`config.mk`:
```
export PLATFORM = sky130hd
export DESIGN_NAME = fault_inject_ctrl
export DESIGN_NICKNAME = d
export VERILOG_FILES = /design/src/rtl/fic_pkg.sv /design/src/rtl/fic_addr_qual.sv /design/src/rtl/fic_oneshot.sv /design/src/rtl/fault_inject_ctrl.sv
export SDC_FILE = /design/constraint.sdc
export NUM_CORES = 1
export LEC_CHECK = 0
export BUFFER_PORTS_ARGS = -buffer_cell sky130_fd_sc_hd__buf_2
export CORE_AREA = 5 5 43 45
export DETAILED_ROUTE_END_ITERATION = 12
export DIE_AREA = 0 0 48 50
export PLACE_DENSITY = 0.83
export SKIP_LAST_GASP = 1
export SLEW_MARGIN = 20
export SYNTH_ARGS = -nofsm -noshare
export SYNTH_HDL_FRONTEND = slang
export SYNTH_SLANG_ARGS = --single-unit
```
`constraint.sdc`:
```
create_clock -name clk -period 2.55 [get_ports clk]
set_clock_uncertainty 0.15 [all_clocks]
set_input_delay 0.3825 -clock clk [delete_from_list [all_inputs] [get_ports clk]]
set_output_delay 0.3825 -clock clk [all_outputs]
set_load 0.01 [all_outputs]
```
`src/rtl/fic_pkg.sv`:
```
// Package: shared field positions of the fault injection control register.
// Assumes: an eight-bit register; bit positions are software-visible layout.
package fic_pkg;
    localparam int CTL_W      = 8;
    localparam int B_SPLOCK   = 0;
    localparam int B_IBUS_CTL = 1;
    localparam int B_IBUS_ADR = 2;
    localparam int B_DBUS_CTL = 3;
    localparam int B_DBUS_ADR = 4;
    localparam int B_DBUS_DAT = 5;
    localparam int B_CMP      = 6;
    localparam int B_NMI_OFF  = 7;
    localparam int INJ_LO     = B_IBUS_CTL;
    localparam int INJ_HI     = B_CMP;
endpackage

```
`src/rtl/fic_addr_qual.sv`:
```
// Module: decides whether a data access targets the main bus, i.e. lies at
// or above the single-cycle I/O window.
// Assumes: the I/O window starts at address 0 and spans IO_WIN locations.
module fic_addr_qual #(
    parameter int ADDR_W = 16,
    parameter int IO_WIN = 64
) (
    input  logic [ADDR_W-1:0] addr,
    output logic              main_bus
);
    localparam logic [ADDR_W-1:0] WIN_END = ADDR_W'(IO_WIN);

    // Compare the address against the window bound.
    always_comb main_bus = (addr >= WIN_END);
endmodule

```
`src/rtl/fic_oneshot.sv`:
```
// Module: a single one-shot inject bit. Software arms or disarms it; a
// qualifying completion clears it, and that clear wins over a same-cycle write.
// Assumes: evt is a single-cycle completion strobe already qualified.
module fic_oneshot (
    input  logic clk,
    input  logic rst_n,
    input  logic wr_stb,
    input  logic wr_val,
    input  logic evt,
    output logic armed
);
    logic consume;

    // A completion consumes the bit only if it was armed before this edge.
    always_comb consume = armed && evt;

    // Register update with completion-clear priority.
    always_ff @(posedge clk) begin
        if (!rst_n)       armed <= 1'b0;
        else if (consume) armed <= 1'b0;
        else if (wr_stb)  armed <= wr_val;
    end

    a_r11_clear_wins: assert property (@(posedge clk) disable iff (!rst_n)
        (armed && evt) |=> !armed);
    a_r4_hold_idle: assert property (@(posedge clk) disable iff (!rst_n)
        (armed && !evt && !wr_stb) |=> armed);
endmodule

```
`src/rtl/fault_inject_ctrl.sv`:
```
// Module: top of the parity fault injection controller. Holds the control
// register, gates writes with configuration-change protection, qualifies
// bus transactions and drives per-field flip-parity outputs.
// Assumes: *_done strobes occur only inside their *_vld phase; address and
// direction are stable while dacc_vld is high.
module fault_inject_ctrl
    import fic_pkg::*;
#(
    parameter int ADDR_W = 16,
    parameter int IO_WIN = 64
) (
    input  logic              clk,
    input  logic              rst_n,
    input  logic              cfg_unlocked,
    input  logic              wr_en,
    input  logic [CTL_W-1:0]  wr_data,
    output logic [CTL_W-1:0]  rd_data,
    input  logic              ifetch_vld,
    input  logic              ifetch_done,
    input  logic              dacc_vld,
    input  logic              dacc_done,
    input  logic              dacc_write,
    input  logic [ADDR_W-1:0] dacc_addr,
    input  logic              instr_retire,
    input  logic              splim_wr_req,
    output logic              flip_ia,
    output logic              flip_ic,
    output logic              flip_da,
    output logic              flip_dc,
    output logic              flip_dd,
    output logic              force_cmp_miss,
    output logic              nmi_en,
    output logic              splim_wr_grant
);
    logic                 wr_ok;
    logic                 main_bus;
    logic                 lock_q;
    logic                 nmi_off_q;
    logic [INJ_HI:INJ_LO] evt;
    logic [INJ_HI:INJ_LO] armed;
    logic [CTL_W-1:0]     ctl_q;

    // Protection gate on software writes.
    always_comb wr_ok = wr_en && cfg_unlocked;

    fic_addr_qual #(.ADDR_W(ADDR_W), .IO_WIN(IO_WIN)) u_qual (
        .addr     (dacc_addr),
        .main_bus (main_bus)
    );

    // Completion events, one per inject bit.
    always_comb begin
        evt[B_IBUS_CTL] = ifetch_done;
        evt[B_IBUS_ADR] = ifetch_done;
        evt[B_DBUS_CTL] = dacc_done && main_bus;
        evt[B_DBUS_ADR] = dacc_done && main_bus;
        evt[B_DBUS_DAT] = dacc_done && main_bus && dacc_write;
        evt[B_CMP]      = instr_retire;
    end

    for (genvar gi = INJ_LO; gi <= INJ_HI; gi++) begin : g_inj
        fic_oneshot u_bit (
            .clk    (clk),
            .rst_n  (rst_n),
            .wr_stb (wr_ok),
            .wr_val (wr_data[gi]),
            .evt    (evt[gi]),
            .armed  (armed[gi])
        );
    end

    // NMI suppress bit: plain read/write storage.
    always_ff @(posedge clk) begin
        if (!rst_n)     nmi_off_q <= 1'b0;
        else if (wr_ok) nmi_off_q <= wr_data[B_NMI_OFF];
    end

    // Stack-limit lock: set-only until reset.
    always_ff @(posedge clk) begin
        if (!rst_n)                          lock_q <= 1'b0;
        else if (wr_ok && wr_data[B_SPLOCK]) lock_q <= 1'b1;
    end

    // Register image for readback.
    always_comb begin
        ctl_q                 = '0;
        ctl_q[B_SPLOCK]       = lock_q;
        ctl_q[B_NMI_OFF]      = nmi_off_q;
        ctl_q[INJ_HI:INJ_LO]  = armed;
    end
    assign rd_data = ctl_q;

    // Flip outputs during the valid phase of a qualifying transaction.
    always_comb begin
        flip_ic        = armed[B_IBUS_CTL] && ifetch_vld;
        flip_ia        = armed[B_IBUS_ADR] && ifetch_vld;
        flip_dc        = armed[B_DBUS_CTL] && dacc_vld && main_bus;
        flip_da        = armed[B_DBUS_ADR] && dacc_vld && main_bus;
        flip_dd        = armed[B_DBUS_DAT] && dacc_vld && main_bus && dacc_write;
        force_cmp_miss = armed[B_CMP] && instr_retire;
        nmi_en         = !nmi_off_q;
        splim_wr_grant = splim_wr_req && !lock_q;
    end

    a_r3_protect: assert property (@(posedge clk) disable iff (!rst_n)
        !(wr_en && cfg_unlocked) |=> ((ctl_q & ~$past(ctl_q)) == '0));
    a_r7_io_window: assert property (@(posedge clk) disable iff (!rst_n)
        (dacc_vld && dacc_addr < ADDR_W'(IO_WIN)) |-> !(flip_da || flip_dc || flip_dd));
    a_r6_dd_write_only: assert property (@(posedge clk) disable iff (!rst_n)
        flip_dd |-> dacc_write);
    a_r10_lock_sticky: assert property (@(posedge clk) disable iff (!rst_n)
        lock_q |=> lock_q);
    a_r10_grant_blocked: assert property (@(posedge clk) disable iff (!rst_n)
        lock_q |-> !splim_wr_grant);
endmodule

```
After elaboration in Yosys (flattened, before gate mapping)
Cells that the tools add are included.
{ "op_classes": {"n_lt_le_gt_ge": 1, "reduce_logical": 28, "bitwise_logic": 1} }
{ "ops": {"columns": ["cell", "count"], "rows": [
  ["logical AND 1 bit", 20],
  [">= comparator 16 x 7 -> 1 bit, second input constant", 1],
  ["OR reduction 2 bit", 6],
  ["zero test 1 bit", 2],
  ["NOT 1 bit", 1]
]} }
{ "totals": {"output_inout_bits": 16, "regBits": 8, "elab_cells": 38, "in_bits": 35} }

Longest topological paths before layout
Gate-level depths: netlist (run 1).
{ "logic_depth": {"depth_word": 5, "depth_mapped": 3, "ltp_nobuf": 3} }

Modules after synthesis
Synthesis (run 1) repeated with hierarchy kept, for this count alone.
{ "unflattened": {"hier_cells": 48, "area_unflattened_um2": 426.7} }
{ "modules_own_cells": {"columns": ["mod", "area_each_um2", "cells_per_inst", "n_inst", "seq_area_each_um2"], "rows": [
  ["fic_oneshot", 41.3, 4, 6, 20.0],
  ["fault_inject_ctrl", 157.7, 20, 1, 40.0],
  ["fic_addr_qual", 21.3, 4, 1, 0.0]
]} }

Least setup slack after synthesis (run 1)
Ideal clock, no wire load.
{ "synth_path": {"path_kind": "input-to-output", "startpoint": "input dacc_addr[7]", "endpoint": "output flip_dd", "stages": 3, "n_path_buf": 0, "arrival_ns": 1.058, "slack_ns": 0.960, "t_required_ns": 2.017, "cell_sequence": "nor4_2 > nand3_2 > and4_2"} }
{ "synth_via": {"elab_chain_cells": 3} }
{ "synth_lines": {"columns": ["item", "line_no", "source"], "rows": [
  ["start: declaration", "fault_inject_ctrl.sv:23", "input logic [ADDR_W-1:0] dacc_addr,"],
  [">= comparator 16 x 7 -> 1 bit", "fic_addr_qual.sv:14", "always_comb main_bus = (addr >= WIN_END);"],
  ["logical AND 1 bit (2 in a row)", "fault_inject_ctrl.sv:99", "flip_dd = armed[B_DBUS_DAT] && dacc_vld && main_bus && dacc_write;"],
  ["end: declaration", "fault_inject_ctrl.sv:30", "output logic flip_dd,"]
]} }
Every way passes these cells.

Worst setup path after layout (run 1)
{ "layout_path": {"startpoint": "input dacc_addr[12]", "endpoint": "output flip_dd"} }
The elaborated chain is that of the path after synthesis.

==> implementation parameters, run 1 <==
Parameter                              Value

CTS
  Number of buffers created by CTS    3
  Number of buffers added for setup after CTS    0
  Cts-stage hold buffer count    0
  Root buffer selected by CTS    sky130_fd_sc_hd__clkbuf_4
  Number of gates resized after cts    0
  Clock-pin slew reported for the worst setup and hold paths after clock tree synthesis    about 0.050 ns
  Buffers from clock root to sink, at most    2
  Clk_lat worst skew    approximately 0.24 ns
  Clock tree from TritonCTS    done
  H-Tree Depth    1
  Clock sinks    8

Die
  Area enclosed by the die boundary    ~2400 um2
  Initial cell density of the core    about a third
  Row count    14
  Die boundary height    ~50 um
  Total I/O pin count    between 50 and 60
  Width of the die    about 48 um
  Area of the core region    around 1400 um2

Critical path
  Gate family responsible for the most delay along the worst path    simple AND/OR/NAND/NOR gates
  Setup crit end kind    output port
  Startpoint-to-endpoint class of the critical path    input pin to output port
  Highest cell delay on the worst timing path    0.28 ns
  Arrival time of data at the critical path endpoint    1.33 ns
  Slowest stage cell, crit path    sky130_fd_sc_hd__nor4_4
  Slack of the worst reg-to-reg path    around 1.5 ns
  Sort of element at the start of the critical path    input pin
  Worst path buffer plus inverter count    2
  Worst-path maximum fanout    6
  Cells along the critical path    buf_2 > nor4_4 > nand3_2 > and4_2 > buf_2
  Most used cell along the critical path    sky130_fd_sc_hd__buf_2
  Required time of the critical path    a little over 2 ns

Placement
  Final Wtd Congestion    between 0.6 and 0.7
  Buffers on Ports    between 40 and 50
  HPWL reported at the end of detailed placement    around 1.1 mm
  Worst slack at placement    between 0.6 and 0.7 ns

Routing
  Vias post-DR    slightly above 500
  Pre-Repair DR Iteration Count    4
  DR DRC count    0
  Residual antenna-violating net count after detailed routing    0
  Starting DRT DRC Count    4
  Via density per instance    4.90
  Total wire length after detailed routing    roughly 1.3 mm
  Wirelength per Cell    about 13 um

Logic synthesis
  Number of warning messages in the yosys log    0
  Syn nets    86
  Average cell area after synthesis    9.18 um2
  Count of flip-flops with a built-in enable after synthesis    0
  Count of distinct cell types in the synthesized netlist    23
  Gate count of the mapped netlist    51
  Async set-or-reset flop fraction in the synthesized netlist    0%
  Dominant synthesized flop cell    sky130_fd_sc_hd__dfxtp_1
  Mapped Area    around 470 um2
  Top cells by area, synth    sky130_fd_sc_hd__dfxtp_1, sky130_fd_sc_hd__buf_4, sky130_fd_sc_hd__mux2i_1
  Total of flip-flops plus latches after synthesis    8
  Sequential cell area fraction in the yosys report    34.2%
  Synth top area share    around a third
  Top post-synthesis cells by count    sky130_fd_sc_hd__buf_4, sky130_fd_sc_hd__dfxtp_1, sky130_fd_sc_hd__nor2_1
  Synth area leader    sky130_fd_sc_hd__dfxtp_1

Timing
  Number of failing setup endpoints in the final timing report    0
  Slew Viols, Final    0
  Total Negative Setup Slacks    0 ns
  Final hold violations    0
  Setup repair after global routing missed its margin    false
  Slew of the pin with the lowest slew margin    ~0.32 ns
  Slew HR    approximately 78%
  Fmax achieved    0.537 GHz
  Hold Slack    roughly 0.2 ns
  Crit path setup slack, layout    a little under 0.7 ns
  Fin crit share    73.0%
  Min Clock Period, post-route    roughly 1.9 ns

Layout
  Relative area change from synthesis to final layout    43.3%
  Layout cell share with drive strength beyond 1    about three fifths
  Final layout net count    about 130
  Diodes inserted    0

GRT
  Number of global-route vias before repair    approximately 500
  Largest net degree at the start of global routing    9
  First-pass GRT wire length    1.89 mm
  Number of antenna violations at the first check in global routing    0
  Remaining Overflow, GRT    0
  Global-route usage over all layers    between 10% and 20%

Pwr
  Peak supply drop    slightly below 0.2 mV
  Power after layout    294 uW
  Leakage power summed over all cells    0.361 nW
  Power density over the cells    about 440 nW/um2

Min path
  Class of the tightest hold or removal check    input pin to flip-flop

Job
  Count of maximum capacitance violations    0

Outcome
  Outcome    finished clean
[worst paths after layout]
path / start / to / cells after the start
worst max-delay path: dacc_addr[12] / flip_dd / 5
worst min-delay path: ifetch_done / g_inj[1].u_bit.armed / 2
worst max register to register: g_inj[1].u_bit.armed / g_inj[1].u_bit.armed / 2
worst min register to register: nmi_off_q / nmi_off_q / 2
[flip-flops by register name, summed over array words and instances (netlist names)]
signal             cells
g_inj.u_bit.armed      6
lock_q                 1
nmi_off_q              1
[cell type report]
class | instances | area (um2)
fill | 156 | 766
clock buffer | 3 | 22.5
tap | 16 | 20.0
inverter | 2 | 7.51
sequential | 8 | 160
multi-input combinational | 33 | 240
timing repair buffer | 44 | 220
[cells in the final DEF, fill, tap and decap left out, types with 2 or more instances in the layout]
| master | instances |
|---|---|
| sky130_fd_sc_hd__nor2_1 | 4 |
| sky130_fd_sc_hd__buf_2 | 44 |
| sky130_fd_sc_hd__nand2_1 | 2 |
| sky130_fd_sc_hd__a21oi_1 | 3 |
| sky130_fd_sc_hd__dfxtp_1 | 8 |
| sky130_fd_sc_hd__inv_1 | 2 |
| sky130_fd_sc_hd__mux2i_1 | 3 |
| sky130_fd_sc_hd__and3_2 | 2 |
| sky130_fd_sc_hd__nand3_1 | 2 |
| sky130_fd_sc_hd__clkbuf_4 | 3 |
| sky130_fd_sc_hd__and2_1 | 3 |
| sky130_fd_sc_hd__a311oi_1 | 2 |
[metrics by stage]
stage          utilization, %  instances  instance area [um2]
6_report                 46.7        106                  671
5_1_grt                  46.7        106                  671
4_1_cts                  46.7        106                  671
3_5_place_dp             45.1        103                  648
3_3_place_gp             45.1        103                  648
2_1_floorplan               -         51                  468
[metal layers]
metal  vias up  track usage [%]  routed length [um]
li1        260                -                   -
met1       223             11.3                 488
met2        34             18.9                 630
met3         2             2.91                 200
met4         0             5.38                  14
met5         -                0                   0
[cells by family (layout without fill, tap and decap cells)]
logic type / after synthesis / count (layout) / share of synthesized area, %
mux: 3 / 3 / 6.42
simple gates: 21 / 21 / 30.7
flops: 8 / 8 / 34.2
buf+inv: 10 / 49 / 14.4
compound gates: 9 / 9 / 14.2
[power by group]
| part | internal (mW) | switching [mW] |
|---|---|---|
| registers | 0.132 | 0.00531 |
| logic | 0.0333 | 0.0311 |
| clock network | 0.0535 | 0.0385 |
| total | 0.219 | 0.0749 |
Note: power is estimated with default switching activity, not from simulation.
==> run 2, diff against run 1 <==
Settings changed: CORE_AREA 5 5 43 45 to 5 5 47 49, DIE_AREA 0 0 48 50 to 0 0 52 54, PLACE_DENSITY 0.83 to 0.73.
Clock period 2.55 ns to 1.7 ns, I/O delays scaled along.
==> implementation parameters, run 2 (synthesis gave the netlist of run 1 again) <==
Parameter                              Value

Outcome
  Outcome    finished clean

Layout
  Final Instance Count excl. Fillers    117 (+10%)
  Largest register by flop count    g_inj.u_bit.armed
  Biggest registers after layout    g_inj.u_bit.armed (6), lock_q (1), nmi_off_q (1)
  Final core occ    37.6% (-9.1 points)
  Most frequent cells in the layout    sky130_fd_sc_hd__buf_2, sky130_fd_sc_hd__dfxtp_1, sky130_fd_sc_hd__nor2_1
  Filler cells    202 (+29%)
  Layout cell share with drive strength beyond 1    60.0% (unchanged)
  Final layout net count    127 (unchanged)
  Number of flip-flops in the largest register    6 (unchanged)
  Relative area change from synthesis to final layout    46.3%
  Commonest non-fill, non-tap cell in the layout    sky130_fd_sc_hd__buf_2
  Diodes inserted    0 (unchanged)

GRT
  Number of global-route vias before repair    485 (-1.4%)
  Global-route usage over all layers    10.3% (-0.57 points)
  Largest net degree at the start of global routing    9 (unchanged)
  Number of antenna violations at the first check in global routing    0 (unchanged)
  First-pass GRT wire length    2.11 mm (+12%)
  Remaining Overflow, GRT    0 (unchanged)

Critical path
  Startpoint-to-endpoint class of the critical path    input pin to output port
  Required time of the critical path    1.29 ns (-0.73 ns)
  Sort of element at the start of the critical path    input pin
  Slowest stage cell, crit path    sky130_fd_sc_hd__nor4_2
  Setup crit end kind    output port
  Most used cell along the critical path    sky130_fd_sc_hd__buf_2
  Cells along the critical path    buf_2 > nor4_2 > nand3_2 > and4_2 > buf_2
  Worst-path maximum fanout    6 (unchanged)
  Worst R2R Path Depth    2 (unchanged)
  Arrival time of data at the critical path endpoint    1.19 ns (-0.14 ns)
  Highest cell delay on the worst timing path    0.29 ns (about the same)

Placement
  Number of placed instances with taps included    114 (+11%)
  Buffers on Ports    44 (unchanged)
  HPWL reported at the end of detailed placement    1.15 mm (+2.0%)
  Final Wtd Congestion    0.692 (+2.2%)

Pwr
  Switching Share    26.8% (+1.3 points)
  Switching power    120 uW (+60%)
  Power density over the cells    656 nW/um2 (+50%)
  Internal Pwr Total    329 uW (+50%)
  Sequential cell fraction of total power    45.9% (-0.9 points)
  Leakage power summed over all cells    0.361 nW (unchanged)
  Peak supply drop    0.202 mV (+3.2%)
  Relative contribution of the clock network to total power    32.6% (+1.3 points)
  Share of power burned in combinational logic    21.5% (-0.4 points)

Routing
  Wirelength per Cell    11.5 um (-8.7%)
  Via density per instance    4.35 (-11%)
  Met2 wire length    612 um (-2.9%)
  M1 WL    542 um (+11%)
  Vias post-DR    509 (-1.9%)
  DR DRC count    0 (unchanged)
  Total wire length after detailed routing    1.34 mm (+0.75%)
  Starting DRT DRC Count    2 (-2)
  Highest metal layer used by the detailed router    met3
  Detail Route met3 WL    189 um (-5.5%)
  Residual antenna-violating net count after detailed routing    0 (unchanged)
  Pre-Repair DR Iteration Count    2 (-2)

Min path
  Worst hold stages    2 (unchanged)
  Class of the tightest hold or removal check    input pin to flip-flop

CTS
  Clk_lat worst skew    0.25 ns (about the same)
  Clock sinks    8 (unchanged)
  Number of buffers created by CTS    3 (unchanged)
  Clock tree from TritonCTS    done
  Clock-pin slew reported for the worst setup and hold paths after clock tree synthesis    0.05 ns (about the same)
  Cts-stage hold buffer count    0 (unchanged)
  Root buffer selected by CTS    sky130_fd_sc_hd__clkbuf_4
  Number of gates resized after cts    0 (unchanged)
  Buffers from clock root to sink, at most    2 (unchanged)
  H-Tree Depth    1 (unchanged)
  Number of buffers added for setup after CTS    0 (unchanged)

Timing
  Slew of the pin with the lowest slew margin    0.357 ns (+0.0331 ns)
  Min Clock Period, post-route    between 1.5 and 2 ns
  Number of failing setup endpoints in the final timing report    0 (unchanged)
  Fin crit share    approximately 94%
  Fmax achieved    approximately 0.63 GHz
  Total Negative Setup Slacks    0 ns (unchanged)
  Slew Viols, Final    0 (unchanged)
  Setup repair after global routing missed its margin    false
  Final hold violations    0 (unchanged)
  Slew HR    75.6% (-2.3 points)

Die
  Area of the core region    1820 um2 (+27%)
  Initial cell density of the core    25.7% (-6.9 points)
  Die boundary height    54 um (+8.0%)
  Row count    16 (+2)
  Area enclosed by the die boundary    2810 um2 (+17%)
  Total I/O pin count    51 (unchanged)
  Width of the die    52 um (+8.3%)

Job
  Count of maximum capacitance violations    0 (unchanged)
## run 2: cell counts in the layout (fill, tap and decap cells not counted)
No cell type changed its count.
## run 2: critical path: cells and delay by family
family	cells	cell delay (ns)
simple gates	3	0.71
buf+inv	2	0.23
## run 2: area by class of cell
cell class	instances	area (um2)	area share, %
Clock buffer	3	22.5	3.29
Inverter	2	7.51	1.10
Multi-Input combinational cell	33	240	35.1
Sequential cell	8	160	23.4
Tap cell	27	33.8	4.94
Timing Repair Buffer	44	220	32.2
## run 2: metal layers
layer  up-vias  GRT usage (%)
met2        33           15.7
met3         0           3.60
met4         0           7.86
met1       217           11.9
li1        259              -
met5         -              0
## run 2: worst paths after layout
check / start / to / slack (ns)
worst max-delay path: dacc_addr[7] / flip_dd / 0.10
worst min-delay path: ifetch_done / g_inj[1].u_bit.armed / 0.06
worst max register to register: g_inj[2].u_bit.armed / g_inj[2].u_bit.armed / 0.67
worst min register to register: nmi_off_q / nmi_off_q / 0.34
## run 2: through the flow
| stage | power [mW] | cell area, um2 | hold slack, ns | setup slack, ns |
|---|---|---|---|---|
| floorplan | 0.259 | 468 | 0.211 | 0.365 |
| global placement | 0.305 | 662 | 0.311 | 0.122 |
| detailed placement | 0.308 | 662 | 0.319 | 0.0873 |
| CTS | 0.460 | 684 | 0.0470 | 0.0829 |
| global route | 0.478 | 684 | 0.0679 | 0.0281 |
| finish | 0.449 | 684 | 0.0553 | 0.101 |
## run 2: power groups by stage
stage | Clock, mW | Sequential [mW] | Combinational, mW
after floorplan | 0 | 0.208 | 0.0511
after global placement | 0 | 0.209 | 0.0959
after detailed placement | 0 | 0.210 | 0.0981
after CTS | 0.156 | 0.206 | 0.0984
after global routing | 0.163 | 0.208 | 0.107
final | 0.146 | 0.206 | 0.0963
